<file path="config.mk">
export PLATFORM = sky130hd
export DESIGN_NAME = spi9_cmd_engine
export DESIGN_NICKNAME = d
export VERILOG_FILES = /design/src/rtl/spi9_pkg.sv /design/src/rtl/spi9_clkgen.sv /design/src/rtl/spi9_shift.sv /design/src/rtl/spi9_seq.sv /design/src/rtl/spi9_cmd_engine.sv
export SDC_FILE = /design/constraint.sdc
export NUM_CORES = 1
export LEC_CHECK = 0
export BUFFER_PORTS_ARGS = -buffer_cell sky130_fd_sc_hd__buf_2
export CORE_MARGIN = 3
export CORE_UTILIZATION = 43
export DETAILED_ROUTE_END_ITERATION = 7
export GPL_TIMING_DRIVEN = 0
export PLACE_DENSITY_LB_ADDON = 0.05
export SYNTH_ARGS = -nofsm -noshare
export SYNTH_HDL_FRONTEND = slang
export SYNTH_SLANG_ARGS = --single-unit
</file>
<file path="constraint.sdc">
create_clock -name clk -period 9.3 [get_ports clk]
set_clock_uncertainty 0.05 [all_clocks]
set_input_delay 0.93 -clock clk [delete_from_list [all_inputs] [get_ports clk]]
set_output_delay 0.93 -clock clk [all_outputs]
set_load 0.02 [all_outputs]
</file>
<file path="src/rtl/spi9_pkg.sv">
`timescale 1ns/1ps
package spi9_pkg;

   localparam int WORD_W = 9;

   typedef enum logic [2:0] {
      ST_IDLE = 3'd0,
      ST_LOW  = 3'd1,
      ST_HIGH = 3'd2,
      ST_HOLD = 3'd3,
      ST_DONE = 3'd4
   } spi9_state_t;

   typedef enum logic [1:0] {
      PH_CMD = 2'd0,
      PH_WR  = 2'd1,
      PH_RD  = 2'd2
   } spi9_phase_t;

endpackage

</file>
<file path="src/rtl/spi9_clkgen.sv">
`timescale 1ns/1ps
module spi9_clkgen #(
   parameter int HALF_DIV = 2
) (
   input  logic clk,
   input  logic rst_n,
   input  logic run,
   output logic tick
);

   generate
      if (HALF_DIV == 1) begin : g_direct
         // Every cycle is a half period; no counter needed.
         logic unused_ok;
         assign unused_ok = clk ^ rst_n;
         assign tick      = run;
      end else begin : g_count
         localparam int CW = $clog2(HALF_DIV);
         localparam logic [CW-1:0] LAST = CW'(HALF_DIV - 1);
         logic [CW-1:0] cnt_q;

         always_ff @(posedge clk or negedge rst_n) begin
            if (!rst_n) begin
               cnt_q <= '0;
            end else if (!run) begin
               cnt_q <= '0;
            end else if (cnt_q == LAST) begin
               cnt_q <= '0;
            end else begin
               cnt_q <= cnt_q + CW'(1);
            end
         end

         assign tick = run && (cnt_q == LAST);
      end
   endgenerate

endmodule

</file>
<file path="src/rtl/spi9_shift.sv">
`timescale 1ns/1ps
module spi9_shift
   import spi9_pkg::*;
(
   input  logic              clk,
   input  logic              rst_n,
   input  logic              load,
   input  logic [WORD_W-1:0] load_word,
   input  logic              load_nine,
   input  logic              sample,
   input  logic              advance,
   input  logic              miso,
   output logic              mosi,
   output logic              last_bit,
   output logic [7:0]        rx_byte
);

   logic [WORD_W-1:0] tx_q;
   logic [7:0]        rx_q;
   logic [3:0]        left_q;

   // Transmit side: word is left-aligned so the MSB is always tx_q[8].
   always_ff @(posedge clk or negedge rst_n) begin
      if (!rst_n) begin
         tx_q   <= '0;
         left_q <= '0;
      end else if (load) begin
         tx_q   <= load_nine ? load_word : {load_word[7:0], 1'b0};
         left_q <= load_nine ? 4'd9 : 4'd8;
      end else if (advance) begin
         tx_q   <= {tx_q[WORD_W-2:0], 1'b0};
         left_q <= left_q - 4'd1;
      end
   end

   // Receive side: an 8-bit window keeps the newest eight samples,
   // which drops the leading bit of a 9-clock word.
   always_ff @(posedge clk or negedge rst_n) begin
      if (!rst_n) begin
         rx_q <= '0;
      end else if (sample) begin
         rx_q <= {rx_q[6:0], miso};
      end
   end

   assign mosi     = tx_q[WORD_W-1];
   assign last_bit = (left_q == 4'd1);
   assign rx_byte  = rx_q;

endmodule

</file>
<file path="src/rtl/spi9_seq.sv">
`timescale 1ns/1ps
module spi9_seq
   import spi9_pkg::*;
#(
   parameter int CNT_W = 4
) (
   input  logic              clk,
   input  logic              rst_n,
   input  logic              start,
   input  logic [7:0]        cmd_byte,
   input  logic [CNT_W-1:0]  wr_cnt,
   input  logic [CNT_W-1:0]  rd_cnt,
   input  logic [7:0]        wr_byte,
   input  logic              tick,
   input  logic              last_bit,
   output logic              busy,
   output logic              done,
   output logic              run,
   output logic              cs_n,
   output logic              sck,
   output logic              ld,
   output logic [WORD_W-1:0] ld_word,
   output logic              ld_nine,
   output logic              sample,
   output logic              advance,
   output logic              rd_we,
   output logic [CNT_W-1:0]  idx,
   output logic [CNT_W-1:0]  wr_idx
);

   spi9_state_t      state_q;
   spi9_phase_t      phase_q;
   logic [CNT_W-1:0] idx_q;
   logic [CNT_W-1:0] idx_p1;

   logic              have_next;
   spi9_phase_t       nxt_phase;
   logic [CNT_W-1:0]  nxt_idx;
   logic [WORD_W-1:0] nxt_word;
   logic              nxt_nine;
   logic              word_end;

   assign idx_p1   = idx_q + CNT_W'(1);
   assign word_end = (state_q == ST_HIGH) && tick && last_bit;

   // Choose the word that follows the one now finishing.
   always_comb begin
      have_next = 1'b0;
      nxt_phase = phase_q;
      nxt_idx   = idx_q;
      nxt_word  = '0;
      nxt_nine  = 1'b1;
      case (phase_q)
         PH_CMD: begin
            if (wr_cnt != '0) begin
               have_next = 1'b1;
               nxt_phase = PH_WR;
               nxt_idx   = '0;
               nxt_word  = {1'b1, wr_byte};
            end else if (rd_cnt != '0) begin
               have_next = 1'b1;
               nxt_phase = PH_RD;
               nxt_idx   = '0;
               nxt_nine  = (rd_cnt > CNT_W'(1));
            end
         end
         PH_WR: begin
            if (idx_p1 < wr_cnt) begin
               have_next = 1'b1;
               nxt_idx   = idx_p1;
               nxt_word  = {1'b1, wr_byte};
            end else if (rd_cnt != '0) begin
               have_next = 1'b1;
               nxt_phase = PH_RD;
               nxt_idx   = '0;
               nxt_nine  = (rd_cnt > CNT_W'(1));
            end
         end
         PH_RD: begin
            if (idx_p1 < rd_cnt) begin
               have_next = 1'b1;
               nxt_idx   = idx_p1;
               nxt_nine  = 1'b0;
            end
         end
         default: have_next = 1'b0;
      endcase
   end

   always_ff @(posedge clk or negedge rst_n) begin
      if (!rst_n) begin
         state_q <= ST_IDLE;
         phase_q <= PH_CMD;
         idx_q   <= '0;
      end else begin
         case (state_q)
            ST_IDLE: begin
               if (start) begin
                  state_q <= ST_LOW;
                  phase_q <= PH_CMD;
                  idx_q   <= '0;
               end
            end
            ST_LOW: begin
               if (tick) state_q <= ST_HIGH;
            end
            ST_HIGH: begin
               if (tick) begin
                  if (!last_bit) begin
                     state_q <= ST_LOW;
                  end else if (have_next) begin
                     state_q <= ST_LOW;
                     phase_q <= nxt_phase;
                     idx_q   <= nxt_idx;
                  end else begin
                     state_q <= ST_HOLD;
                  end
               end
            end
            ST_HOLD: begin
               if (tick) state_q <= ST_DONE;
            end
            ST_DONE: state_q <= ST_IDLE;
            default: state_q <= ST_IDLE;
         endcase
      end
   end

   assign busy    = (state_q != ST_IDLE);
   assign done    = (state_q == ST_DONE);
   assign run     = (state_q == ST_LOW) || (state_q == ST_HIGH) || (state_q == ST_HOLD);
   assign cs_n    = !run;
   assign sck     = (state_q == ST_HIGH);
   assign sample  = (state_q == ST_LOW) && tick;
   assign advance = (state_q == ST_HIGH) && tick && !last_bit;

   assign ld      = ((state_q == ST_IDLE) && start) || (word_end && have_next);
   assign ld_word = (state_q == ST_IDLE) ? {1'b0, cmd_byte} : nxt_word;
   assign ld_nine = (state_q == ST_IDLE) ? 1'b1 : nxt_nine;

   assign rd_we   = word_end && (phase_q == PH_RD);
   assign idx     = idx_q;
   assign wr_idx  = (phase_q == PH_CMD) ? '0 : idx_p1;

endmodule

</file>
<file path="src/rtl/spi9_cmd_engine.sv">
`timescale 1ns/1ps
module spi9_cmd_engine
   import spi9_pkg::*;
#(
   parameter  int HALF_DIV = 2,
   parameter  int MAX_WR   = 8,
   parameter  int MAX_RD   = 8,
   localparam int MAX_N    = (MAX_WR > MAX_RD) ? MAX_WR : MAX_RD,
   localparam int CNT_W    = $clog2(MAX_N + 1)
) (
   input  logic                clk,
   input  logic                rst_n,
   input  logic                start,
   input  logic [7:0]          cmd_byte,
   input  logic [CNT_W-1:0]    wr_count,
   input  logic [MAX_WR*8-1:0] wr_data,
   input  logic [CNT_W-1:0]    rd_count,
   output logic                busy,
   output logic                done,
   output logic [MAX_RD*8-1:0] rd_data,
   output logic                spi_cs_n,
   output logic                spi_sck,
   output logic                spi_mosi,
   input  logic                spi_miso
);

   generate
      if (HALF_DIV < 1) begin : g_bad_div
         $error("spi9_cmd_engine: HALF_DIV must be at least 1");
      end
      if (MAX_WR < 1 || MAX_RD < 1) begin : g_bad_depth
         $error("spi9_cmd_engine: MAX_WR and MAX_RD must be at least 1");
      end
   endgenerate

   logic              accept;
   logic [CNT_W-1:0]  wr_cnt_c, rd_cnt_c;
   logic [CNT_W-1:0]  wr_cnt_q, rd_cnt_q;
   logic [7:0]        wr_buf_q [MAX_WR];
   logic [7:0]        rd_buf_q [MAX_RD];
   logic [7:0]        wr_byte;
   logic [CNT_W-1:0]  wr_idx, rd_idx;

   logic              tick, run, last_bit;
   logic              ld, ld_nine, sample, advance, rd_we;
   logic [WORD_W-1:0] ld_word;
   logic [7:0]        rx_byte;

   assign accept   = start && !busy;
   assign wr_cnt_c = (wr_count > CNT_W'(MAX_WR)) ? CNT_W'(MAX_WR) : wr_count;
   assign rd_cnt_c = (rd_count > CNT_W'(MAX_RD)) ? CNT_W'(MAX_RD) : rd_count;

   always_ff @(posedge clk or negedge rst_n) begin
      if (!rst_n) begin
         wr_cnt_q <= '0;
         rd_cnt_q <= '0;
      end else if (accept) begin
         wr_cnt_q <= wr_cnt_c;
         rd_cnt_q <= rd_cnt_c;
      end
   end

   // Parameter bytes are captured at start so the client may change them.
   for (genvar i = 0; i < MAX_WR; i++) begin : g_wr
      always_ff @(posedge clk or negedge rst_n) begin
         if (!rst_n) begin
            wr_buf_q[i] <= '0;
         end else if (accept) begin
            wr_buf_q[i] <= wr_data[i*8 +: 8];
         end
      end
   end

   always_comb begin
      wr_byte = '0;
      for (int i = 0; i < MAX_WR; i++) begin
         if (wr_idx == CNT_W'(i)) wr_byte = wr_buf_q[i];
      end
   end

   // Read buffer: cleared on every accepted start, filled per byte.
   for (genvar j = 0; j < MAX_RD; j++) begin : g_rd
      always_ff @(posedge clk or negedge rst_n) begin
         if (!rst_n) begin
            rd_buf_q[j] <= '0;
         end else if (accept) begin
            rd_buf_q[j] <= '0;
         end else if (rd_we && (rd_idx == CNT_W'(j))) begin
            rd_buf_q[j] <= rx_byte;
         end
      end
      assign rd_data[j*8 +: 8] = rd_buf_q[j];
   end

   spi9_clkgen #(
      .HALF_DIV (HALF_DIV)
   ) u_clkgen (
      .clk   (clk),
      .rst_n (rst_n),
      .run   (run),
      .tick  (tick)
   );

   spi9_seq #(
      .CNT_W (CNT_W)
   ) u_seq (
      .clk      (clk),
      .rst_n    (rst_n),
      .start    (start),
      .cmd_byte (cmd_byte),
      .wr_cnt   (wr_cnt_q),
      .rd_cnt   (rd_cnt_q),
      .wr_byte  (wr_byte),
      .tick     (tick),
      .last_bit (last_bit),
      .busy     (busy),
      .done     (done),
      .run      (run),
      .cs_n     (spi_cs_n),
      .sck      (spi_sck),
      .ld       (ld),
      .ld_word  (ld_word),
      .ld_nine  (ld_nine),
      .sample   (sample),
      .advance  (advance),
      .rd_we    (rd_we),
      .idx      (rd_idx),
      .wr_idx   (wr_idx)
   );

   spi9_shift u_shift (
      .clk       (clk),
      .rst_n     (rst_n),
      .load      (ld),
      .load_word (ld_word),
      .load_nine (ld_nine),
      .sample    (sample),
      .advance   (advance),
      .miso      (spi_miso),
      .mosi      (spi_mosi),
      .last_bit  (last_bit),
      .rx_byte   (rx_byte)
   );

endmodule

</file>
==> summary.txt, run 1 <==
Initial antenna violation count - 0
Share of cells above drive strength 1 - 19.3%
CTS tree - built
Yosys warning count - 0
Power per cell area - 296 nW/um2
Net Sw Frac - 40.6%
Clk_lat worst skew - 0.43 ns
Outcome - complete, but fails checks
I/O pins - 153
Grt met3 use - 3.87%
Nets@finish - 1203
Clock buffer depth - 2
Synthesized cell area - 8190 um2
Wire per inst - 17.6 um
Clock share of power - 23.8%
Hold Crit Class - in2async
Fillers - 1732
Grt met2 use - 33.8%
DR pass1 iterations - 5
Finish-stage setup viols - 0
Final WL - 23.7 mm
Reg2Reg Setup Slack - 4.62 ns
Met1 usage - 35.8%
Clock transition at the registers of the reported paths - 0.07 ns
R2r startpoint - u_seq.idx[0]$_DFFE_PN0P_
Pins Over Slew Limit - 0
Worst-margin pin slew - 1.46 ns
Initial Util - 44.7%
Core Box Area - 18300 um2
Die area - 20700 um2
Post-synthesis sequential area ratio - 51.0%
Diode count - 0
Syn Nets - 1031
CTS buffer count - 17
First-pass GRT wire length - 37.1 mm
Most frequent cells in the layout - 297 x nand2_1, 167 x dfrtp_1, 156 x buf_2
Reg2reg end - u_shift.tx_q[6]$_DFFE_PN0P_
CP endpoint kind - flip-flop
Commonest non-fill, non-tap cell in the layout - nand2_1
Async S/R FF share, synth - 100%
Drt drc - 0
DR iter-0 viols - 491
Via count - 7257
Slew margin rel. - 1.00%
Peak VDD IR - 0.135 mV
Die width - 144 um
Post-synth top area share - 51.0%
Power Total - 2910 uW
Synthesized flop and latch total - 167
Post-route ant nets - 0
Internal power - 1730 uW
P_sw - 1180 uW
Fin crit period - 4.68 ns
Worst r2r path cells - 9
Area grow syn2layout - 20.2%
Hpwl dp - 16.8 mm
Critical Path RT - 9.60 ns
Comb pwr share - 38.6%
Failing checks - capacitance limit
Largest net degree at the start of global routing - 101
Mapped Cells - 931
Cell variety after synth - 70
Total GRT Usage - 23.1%
Final Wtd Congestion - 0.867
WS Path Type - reg2reg
Cts repair resizes - 0
Kind of start point of the critical path - flip-flop
DR vias/cell - 5.40
Crit path arrival time - 4.98 ns
RSZ-0062 raised after global routing - no
Clock H-tree levels - 4
Ranking of synthesized cells by area - dfrtp_1 51%, nand2_1 14%, a21oi_1 4.8%, nand3_1 4.4%, clkbuf_1 2.6%
Final Hold Viols - 0
Tcrit/Tclk final - 50.3%
Setup TNS - 0 ns
Clock root buffer - clkbuf_16
Sinks on Clock Net - 167
Total global routing overflow - 0
Sequential share of power - 37.6%
Crit Path Max Fanout - 10
Post CTS Setup Buffer Count - 0
Port bufs - 152
Vias in the first global route - 6824
Max Freq - 0.214 GHz
Largest area contributor in the netlist - dfrtp_1
Leak Pwr - 0.00474 uW
Site Rows - 49
CTS Hold Buffers Added - 0
Gr busiest metal - met1
Ys flop type - dfrtp_1
Max_cap viols - 1
Number of synthesized flops with an enable pin - 0
Mean post-synth cell area - 8.79 um2
Die span in y - 144 um
==> power by group through the flow <==
stage	logic (uW)	clock network, uW	registers (uW)
2_1_floorplan	744	0	1100
3_3_place_gp	1110	0	1100
3_5_place_dp	1120	0	1100
4_1_cts	1120	708	1090
5_1_grt	1260	735	1120
6_report	1120	693	1090
==> stage by stage <==
stage | util (%) | cell area [um2] | std cells | hold slack, ns | setup WS (ns)
after global placement | 50.4 | 9240 | 1312 | 0.407 | 4.46
after global routing | 53.7 | 9840 | 1345 | 0.431 | 4.27
after floorplan | - | 8190 | 931 | 0.387 | 5.83
final | 53.7 | 9840 | 1345 | 0.403 | 4.62
after detailed placement | 50.6 | 9270 | 1313 | 0.409 | 4.64
after CTS | 53.7 | 9840 | 1345 | 0.417 | 4.62
==> how the worst max path moves through the flow <==
stage	from	to	slack (ns)	cells past startpoint
2_1_floorplan	u_seq.idx[0]$_DFFE_PN0P_	u_seq.idx[0]$_DFFE_PN0P_	5.83	12
3_5_place_dp	u_seq.idx[0]$_DFFE_PN0P_	u_shift.tx_q[1]$_DFFE_PN0P_	4.64	12
3_3_place_gp	rst_n	rd_data[51]$_DFFE_PN0P_	4.46	1
5_1_grt	u_seq.idx[0]$_DFFE_PN0P_	u_shift.left_q[0]$_DFFE_PN0P_	4.27	12
6_report	u_seq.idx[0]$_DFFE_PN0P_	u_shift.tx_q[6]$_DFFE_PN0P_	4.62	9
4_1_cts	u_seq.idx[0]$_DFFE_PN0P_	u_shift.tx_q[1]$_DFFE_PN0P_	4.62	12
==> final cells by class <==
type                       count  area [um2]  area share [%]
inverter                      16        60.1           0.610
tap                          229         287            2.91
timing repair buffer         153         798            8.11
clock inverter                13         139            1.41
multi-input combinational    683        3690            37.5
clock buffer                  19         433            4.40
buffer                        65         258            2.62
sequential                   167        4180            42.5
==> synthesized netlist by cell type, drive strengths merged (8+ instances only) <==
library cell	number
nand2	298
dfrtp	167
a21oi	79
nand3	72
clkbuf	56
o21ai	24
nor2	18
ha	16
inv	16
mux2	14
and2	12
o22ai	11
nand3b	10
buf	9
mux2i	9
nor3	9
nand2b	8
==> routing by layer <==
metal | vias to the layer above | share of wire, %
met5 | - | 0
met4 | 0 | 0.91
met3 | 21 | 4.4
met2 | 194 | 45
met1 | 3495 | 50
li1 | 3547 | -
==> kinds of logic (layout without fill, tap and decap cells) <==
kind of cell	after synthesis	after routing	share of synthesized area (%)
adder cells (fa/ha/maj)	16	16	2.44
XOR/XNOR	4	4	0.428
multiplexers	23	23	3.03
AO/OA/AOI/OAI	181	181	14.2
flip-flops	167	167	51.0
AND/OR/NAND/NOR	459	459	25.0
buffers and inverters	81	266	3.88
==> worst max-delay path, stage by stage, from the launching register on <==
cell and delay [ns]:
dfrtp_1 0.45, buf_1 0.54, clkbuf_1 0.48, inv_1 0.26, ha_1 0.57, nor2b_1 0.21
nor4b_1 1.17, a221oi_1 0.27, a221o_1 0.43, a31oi_1 0.17
==> registers in the layout, indices dropped and copies added (netlist names) <==
name	count
rd_data	64
wr_buf_q	64
u_shift.tx_q	9
u_shift.rx_byte	8
rd_cnt_q	4
u_seq.idx	4
u_shift.left_q	4
wr_cnt_q	4
u_seq.state_q	3
u_seq.phase_q	2
u_clkgen.g_count.cnt_q	1
(Power assumes the default switching activity.)
==> inputs of run 2 (changes only) <==
clock period = 4.6 ns   (was 9.3 ns; I/O delays follow)
==> run 2 against run 1 <==
The run still ends with capacitance limit left. Design area up 0.14%. Sequential cell count unchanged. Die area unchanged. First-iteration DRC count up 2.6%. Critical endpoint unchanged. Setup slack worse by 4.2 ns.
==> summary.txt, run 2 (same netlist as run 1, synthesis figures left out) <==
Grt met3 use - 3.87% (unchanged)
RSZ-0062 raised after global routing - no
Power per cell area - 597 nW/um2 (+100%)
Site Rows - 49 (unchanged)
Final Hold Viols - 0 (unchanged)
Final Wtd Congestion - 0.867 (unchanged)
Leak Pwr - 0.00475 uW (+0.33%)
Drt drc - 0 (unchanged)
Placed Cells - 1313 (unchanged)
Non-filler cells, final - 1346 (+0.074%)
Outcome - complete, but fails checks
Crit path arrival time - 4.51 ns (-0.47 ns)
Finish-stage setup viols - 0 (unchanged)
Commonest non-fill, non-tap cell in the layout - nand2_1
CTS tree - built
Clock buffer depth - 2 (unchanged)
Grt met2 use - 33.9% (+0.049 points)
Wire per inst - 17.6 um (about the same)
Diode count - 0 (unchanged)
Via count - 7246 (-0.15%)
Vias in the first global route - 6836 (+0.18%)
Die area - 20700 um2 (unchanged)
Kind of start point of the critical path - flip-flop
DR pass1 iterations - 5 (unchanged)
Crit path largest cell delay - 1.17 ns (about the same)
CP endpoint kind - flip-flop
R2r startpoint - u_seq.idx[0]$_DFFE_PN0P_
CP top delay family - simple AND/OR/NAND/NOR gates
Sinks on Clock Net - 167 (unchanged)
Share of cells above drive strength 1 - 19.5% (+0.25 points)
Total GRT Usage - 23.1% (about the same)
Initial antenna violation count - 0 (unchanged)
Gr busiest metal - met1
Most common cell on crit path - clkbuf_2
Reg2reg end - u_shift.tx_q[6]$_DFFE_PN0P_
Max_cap viols - 1 (unchanged)
Internal power - 3490 uW (+100%)
Slowest cell on the critical path - nor4b_1
Initial Util - 44.7% (unchanged)
Post-route ant nets - 0 (unchanged)
DR vias/cell - 5.38 (-0.23%)
Clock share of power - 23.9% (about the same)
DR iter-0 viols - 504 (+2.6%)
Clock H-tree levels - 4 (unchanged)
CTS buffer count - 17 (unchanged)
Net Sw Frac - 40.7% (+0.042 points)
WS Path Type - reg2reg
Fin crit period - 4.20 ns (-0.482 ns)
Final core utilization - 53.8% (+0.075 points)
Most frequent cells in the layout - 297 x nand2_1, 167 x dfrtp_1, 157 x buf_2
Peak VDD IR - 0.277 mV (+110%)
Port bufs - 152 (unchanged)
Core Box Area - 18300 um2 (unchanged)
Hold WS - 0.157 ns (-0.246 ns)
I/O pins - 153 (unchanged)
Area grow syn2layout - 20.4%
Tcrit/Tclk final - 91.3% (+41 points)
Total global routing overflow - 0 (unchanged)
P_sw - 2400 uW (+100%)
Hpwl dp - 16.8 mm (unchanged)
Slew margin rel. - 0.868% (-0.14 points)
Sequential share of power - 37.5% (about the same)
Clock transition at the registers of the reported paths - 0.07 ns (about the same)
Max Freq - 0.238 GHz (+11%)
Levels on crit path - 9 (unchanged)
Largest net degree at the start of global routing - 101 (unchanged)
Die span in y - 144 um (unchanged)
Nets@finish - 1204 (+0.083%)
Clock root buffer - clkbuf_16
Comb pwr share - 38.6% (about the same)
Hold Crit Class - in2reg
Worst path cell trace - clkbuf_2 -> clkbuf_2 -> inv_1 -> ha_1 -> nor2b_1 -> nor4b_1 -> a221oi_1 -> a221o_1 -> a31oi_1
Setup crit start - u_seq.idx[0]$_DFFE_PN0P_
Final WL - 23.7 mm (+0.12%)
Crit path buf inv count - 3 (unchanged)
Clk_lat worst skew - 0.44 ns (about the same)
Failing checks - capacitance limit
First-pass GRT wire length - 37.1 mm (about the same)
Met1 usage - 35.8% (unchanged)
Reg2Reg Setup Slack - 0.40 ns (-4.22 ns)
Worst Setup EP - u_shift.tx_q[6]$_DFFE_PN0P_
Power Total - 5890 uW (+100%)
Critical Path RT - 4.91 ns (-4.69 ns)
Die width - 144 um (unchanged)
Worst-margin pin slew - 1.47 ns (+0.00202 ns)
Worst r2r path cells - 9 (unchanged)
Crit Path Max Fanout - 10 (unchanged)
Pins Over Slew Limit - 0 (unchanged)
[run 2: worst reg2reg max path, cell delays in order, from the launching register on]
cell	delay [ns]
dfrtp_1	0.45
clkbuf_2	0.33
clkbuf_2	0.32
inv_1	0.18
ha_1	0.54
nor2b_1	0.21
nor4b_1	1.17
a221oi_1	0.27
a221o_1	0.43
a31oi_1	0.17
[run 2: timing repair]
item | in CTS | in global routing
hold buffers | 1 | 0
setup buffers | 0 | 0
setup endpoints to repair | 8 | 12
pin swaps | 0 | 0
resized for setup | 1 | 3
hold endpoints to repair | 67 | 0
[run 2: worst min path at each step]
stage / start / depth (start not counted) / slack, ns / endpoint
global placement: wr_buf_q[25]$_DFFE_PN0P_ / 2 / 0.41 / wr_buf_q[25]$_DFFE_PN0P_
finish: wr_data[44] / 3 / 0.16 / wr_buf_q[20]$_DFFE_PN0P_
floorplan: rst_n / 0 / 0.11 / rd_cnt_q[0]$_DFFE_PN0P_
detailed placement: rst_n / 1 / 0.41 / u_shift.left_q[1]$_DFFE_PN0P_
CTS: wr_data[44] / 3 / 0.14 / wr_buf_q[20]$_DFFE_PN0P_
global route: wr_data[36] / 3 / 0.15 / wr_buf_q[28]$_DFFE_PN0P_
[run 2: per-stage QoR]
step                TNS (ns)  setup slack, ns  cell area, um2
floorplan                  0             1.13            8190
global route               0            0.148            9860
global placement     -0.0200          -0.0155            9240
detailed placement    -0.347          -0.0642            9270
CTS                        0          0.00126            9860
finish                     0            0.400            9860
[run 2: power by group through the flow]
| stage | sequential, uW | combinational, uW | clock [uW] |
|---|---|---|---|
| 4_1_cts | 2210 | 2270 | 1430 |
| 3_5_place_dp | 2230 | 2260 | 0 |
| 3_3_place_gp | 2230 | 2240 | 0 |
| 5_1_grt | 2260 | 2550 | 1490 |
| 6_report | 2210 | 2270 | 1410 |
| 2_1_floorplan | 2220 | 1500 | 0 |
[run 2: final cells by class]
type	count	area, um2
inverter	16	60.1
buffer	65	262
timing repair buffer	154	808
multi-input combinational	683	3690
sequential	167	4180
clock buffer	19	433
tap	229	287
fill	1733	8470
clock inverter	13	139
[run 2: routing by layer]
metal,vias up,share of wire [%]
met4,0,1.1
met5,-,0
met1,3493,50
met2,177,45
met3,26,4.2
li1,3550,-
==> inputs of run 3 (changes only) <==
BUFFER_PORTS_ARGS = unset   (was -buffer_cell sky130_fd_sc_hd__buf_2)
DONT_BUFFER_PORTS = 1   (was unset)
==> run 3 against run 2 <==
The run now ends clean. Total power shrank 0.65%. First-iteration DRC count shrank 5.6%. Via count shrank 5.4%. Critical path type unchanged.
==> summary.txt, run 3 (same netlist as run 1, synthesis figures left out) <==
Outcome - finished, final reports clean
Leak Pwr - 0.00406 uW (-15%)
Hold Crit Class - in2async
Clock buffer depth - 2 (unchanged)
CTS buffer count - 17 (unchanged)
Max Freq - 0.247 GHz (+3.6%)
CP endpoint kind - flip-flop
Site Rows - 49 (unchanged)
DR vias/cell - 5.75 (+6.8%)
Slowest cell on the critical path - ha_1
Diode count - 0 (unchanged)
Crit path arrival time - 4.36 ns (-0.15 ns)
Pins Over Slew Limit - 0 (unchanged)
Most common cell on crit path - clkbuf_1
Tcrit/Tclk final - 88.1% (-3.2 points)
Initial antenna violation count - 0 (unchanged)
Hpwl dp - 17.2 mm (+2.3%)
CTS tree - built
Vias in the first global route - 6790 (-0.67%)
Crit path largest cell delay - 0.56 ns (-0.61 ns)
Worst path cell trace - buf_2 -> inv_1 -> ha_1 -> nor2b_1 -> clkbuf_1 -> nand2_1 -> nor2_1 -> clkbuf_1 -> a221oi_1 -> a221o_1 -> a31oi_1
DR pass1 iterations - 5 (unchanged)
Sequential Area - 4180 um2 (unchanged)
Kind of start point of the critical path - flip-flop
DR iter-0 viols - 476 (-5.6%)
Crit Path Max Fanout - 19 (+9)
Area grow syn2layout - 11.3%
Fillers - 1786 (+3.1%)
Final Wtd Congestion - 0.855 (-1.3%)
Total GRT Usage - 23.2% (+0.083 points)
Worst-margin pin slew - 0.840 ns (-0.626 ns)
Max_cap viols - 0 (-1)
Setup TNS - 0 ns (unchanged)
Clock H-tree levels - 4 (unchanged)
WS Path Type - reg2reg
Total global routing overflow - 0 (unchanged)
Final Hold Viols - 0 (unchanged)
CP top delay family - buffers and inverters
Nets@finish - 1050 (-13%)
Placed Area - 8470 um2 (-8.6%)
Area taken by multi-input logic gates - 3710 um2 (+0.51%)
Commonest non-fill, non-tap cell in the layout - nand2_1
Die area - 20700 um2 (unchanged)
Die width - 144 um (unchanged)
Wire per inst - 19.9 um (+13%)
Most frequent cells in the layout - 297 x nand2_1, 167 x dfrtp_1, 79 x a21oi_1
Crit path buf inv count - 4 (+1)
Drt drc - 0 (unchanged)
Initial Util - 44.7% (unchanged)
Peak VDD IR - 0.247 mV (-11%)
Die span in y - 144 um (unchanged)
Via count - 6855 (-5.4%)
Critical Path RT - 4.91 ns (about the same)
Clk_lat worst skew - 0.43 ns (about the same)
Levels on crit path - 11 (+2)
RSZ-0062 raised after global routing - no
Port bufs - 0 (-100%)
Largest net degree at the start of global routing - 168 (+66%)
Worst r2r path cells - 11 (+2)
First-pass GRT wire length - 37.1 mm (about the same)
Post CTS Setup Buffer Count - 0 (unchanged)
Power per cell area - 642 nW/um2 (+7.5%)
Clock transition at the registers of the reported paths - 0.07 ns (about the same)
Fin crit period - 4.05 ns (-0.145 ns)
Share of cells above drive strength 1 - 7.17% (-12 points)
Post-route ant nets - 0 (unchanged)
Finish-stage setup viols - 0 (unchanged)
Core Box Area - 18300 um2 (unchanged)
Sinks on Clock Net - 167 (unchanged)
Design area - 9110 um2 (-7.5%)
Slew margin rel. - 43.3% (+42 points)
I/O pins - 153 (unchanged)
Final WL - 23.7 mm (about the same)
Hold WS - 0.00761 ns (-0.149 ns)
Clock root buffer - clkbuf_16
-- run 3: final cells by class --
| class | count | share of cell area (%) |
|---|---|---|
| clock inverters | 14 | 1.83 |
| inverters | 16 | 0.659 |
| flip-flops and latches | 167 | 45.8 |
| repair buffers | 1 | 0.302 |
| well taps | 229 | 3.14 |
| clock buffers | 18 | 4.71 |
| multi-input cells | 683 | 40.7 |
| plain buffers | 64 | 2.81 |
-- run 3: final timing paths --
kind	from	end	slack, ns
worst min register to register	wr_buf_q[20]$_DFFE_PN0P_	wr_buf_q[20]$_DFFE_PN0P_	0.43
max in group asynchronous	rst_n	wr_buf_q[51]$_DFFE_PN0P_	3.88
worst min-delay path	rst_n	u_shift.left_q[2]$_DFFE_PN0P_	0.008
worst max register to register	u_seq.idx[0]$_DFFE_PN0P_	u_shift.tx_q[6]$_DFFE_PN0P_	0.55
min in group clk	wr_data[46]	wr_buf_q[22]$_DFFE_PN0P_	0.07
worst max-delay path	u_seq.idx[0]$_DFFE_PN0P_	u_shift.tx_q[6]$_DFFE_PN0P_	0.55
-- run 3: report_power, final --
part,switching (uW),leakage (uW),internal [uW]
Clock,664,0.000288,774
Sequential,379,0.00219,1930
Combinational,1380,0.00158,725
-- run 3: repair_timing --
item	CTS	global route
hold buffers	1	0
pin swaps	0	0
endpoints found under the hold margin	167	0
endpoints found under the setup margin	9	6
resized for setup	4	0
-- run 3: layer usage --
| metal | GRT usage, % | up-vias | wire [um] |
|---|---|---|---|
| met3 | 5.92 | 25 | 1600 |
| li1 | - | 3231 | - |
| met4 | 5.30 | 0 | 374 |
| met5 | 0 | - | 0 |
| met2 | 35.9 | 231 | 11000 |
| met1 | 33.1 | 3368 | 10700 |
-- run 3: metrics by stage --
step / cells / total power, uW / utilization [%] / setup WS, ns
6_report: 1192 / 5850 / 49.7 / 0.546
5_1_grt: 1192 / 6260 / 49.7 / 0.180
4_1_cts: 1193 / 5870 / 49.7 / 0.168
3_5_place_dp: 1160 / 4380 / 46.2 / -0.174
3_3_place_gp: 1160 / 4310 / 46.2 / -0.0583
2_1_floorplan: 931 / 3730 / - / 1.13
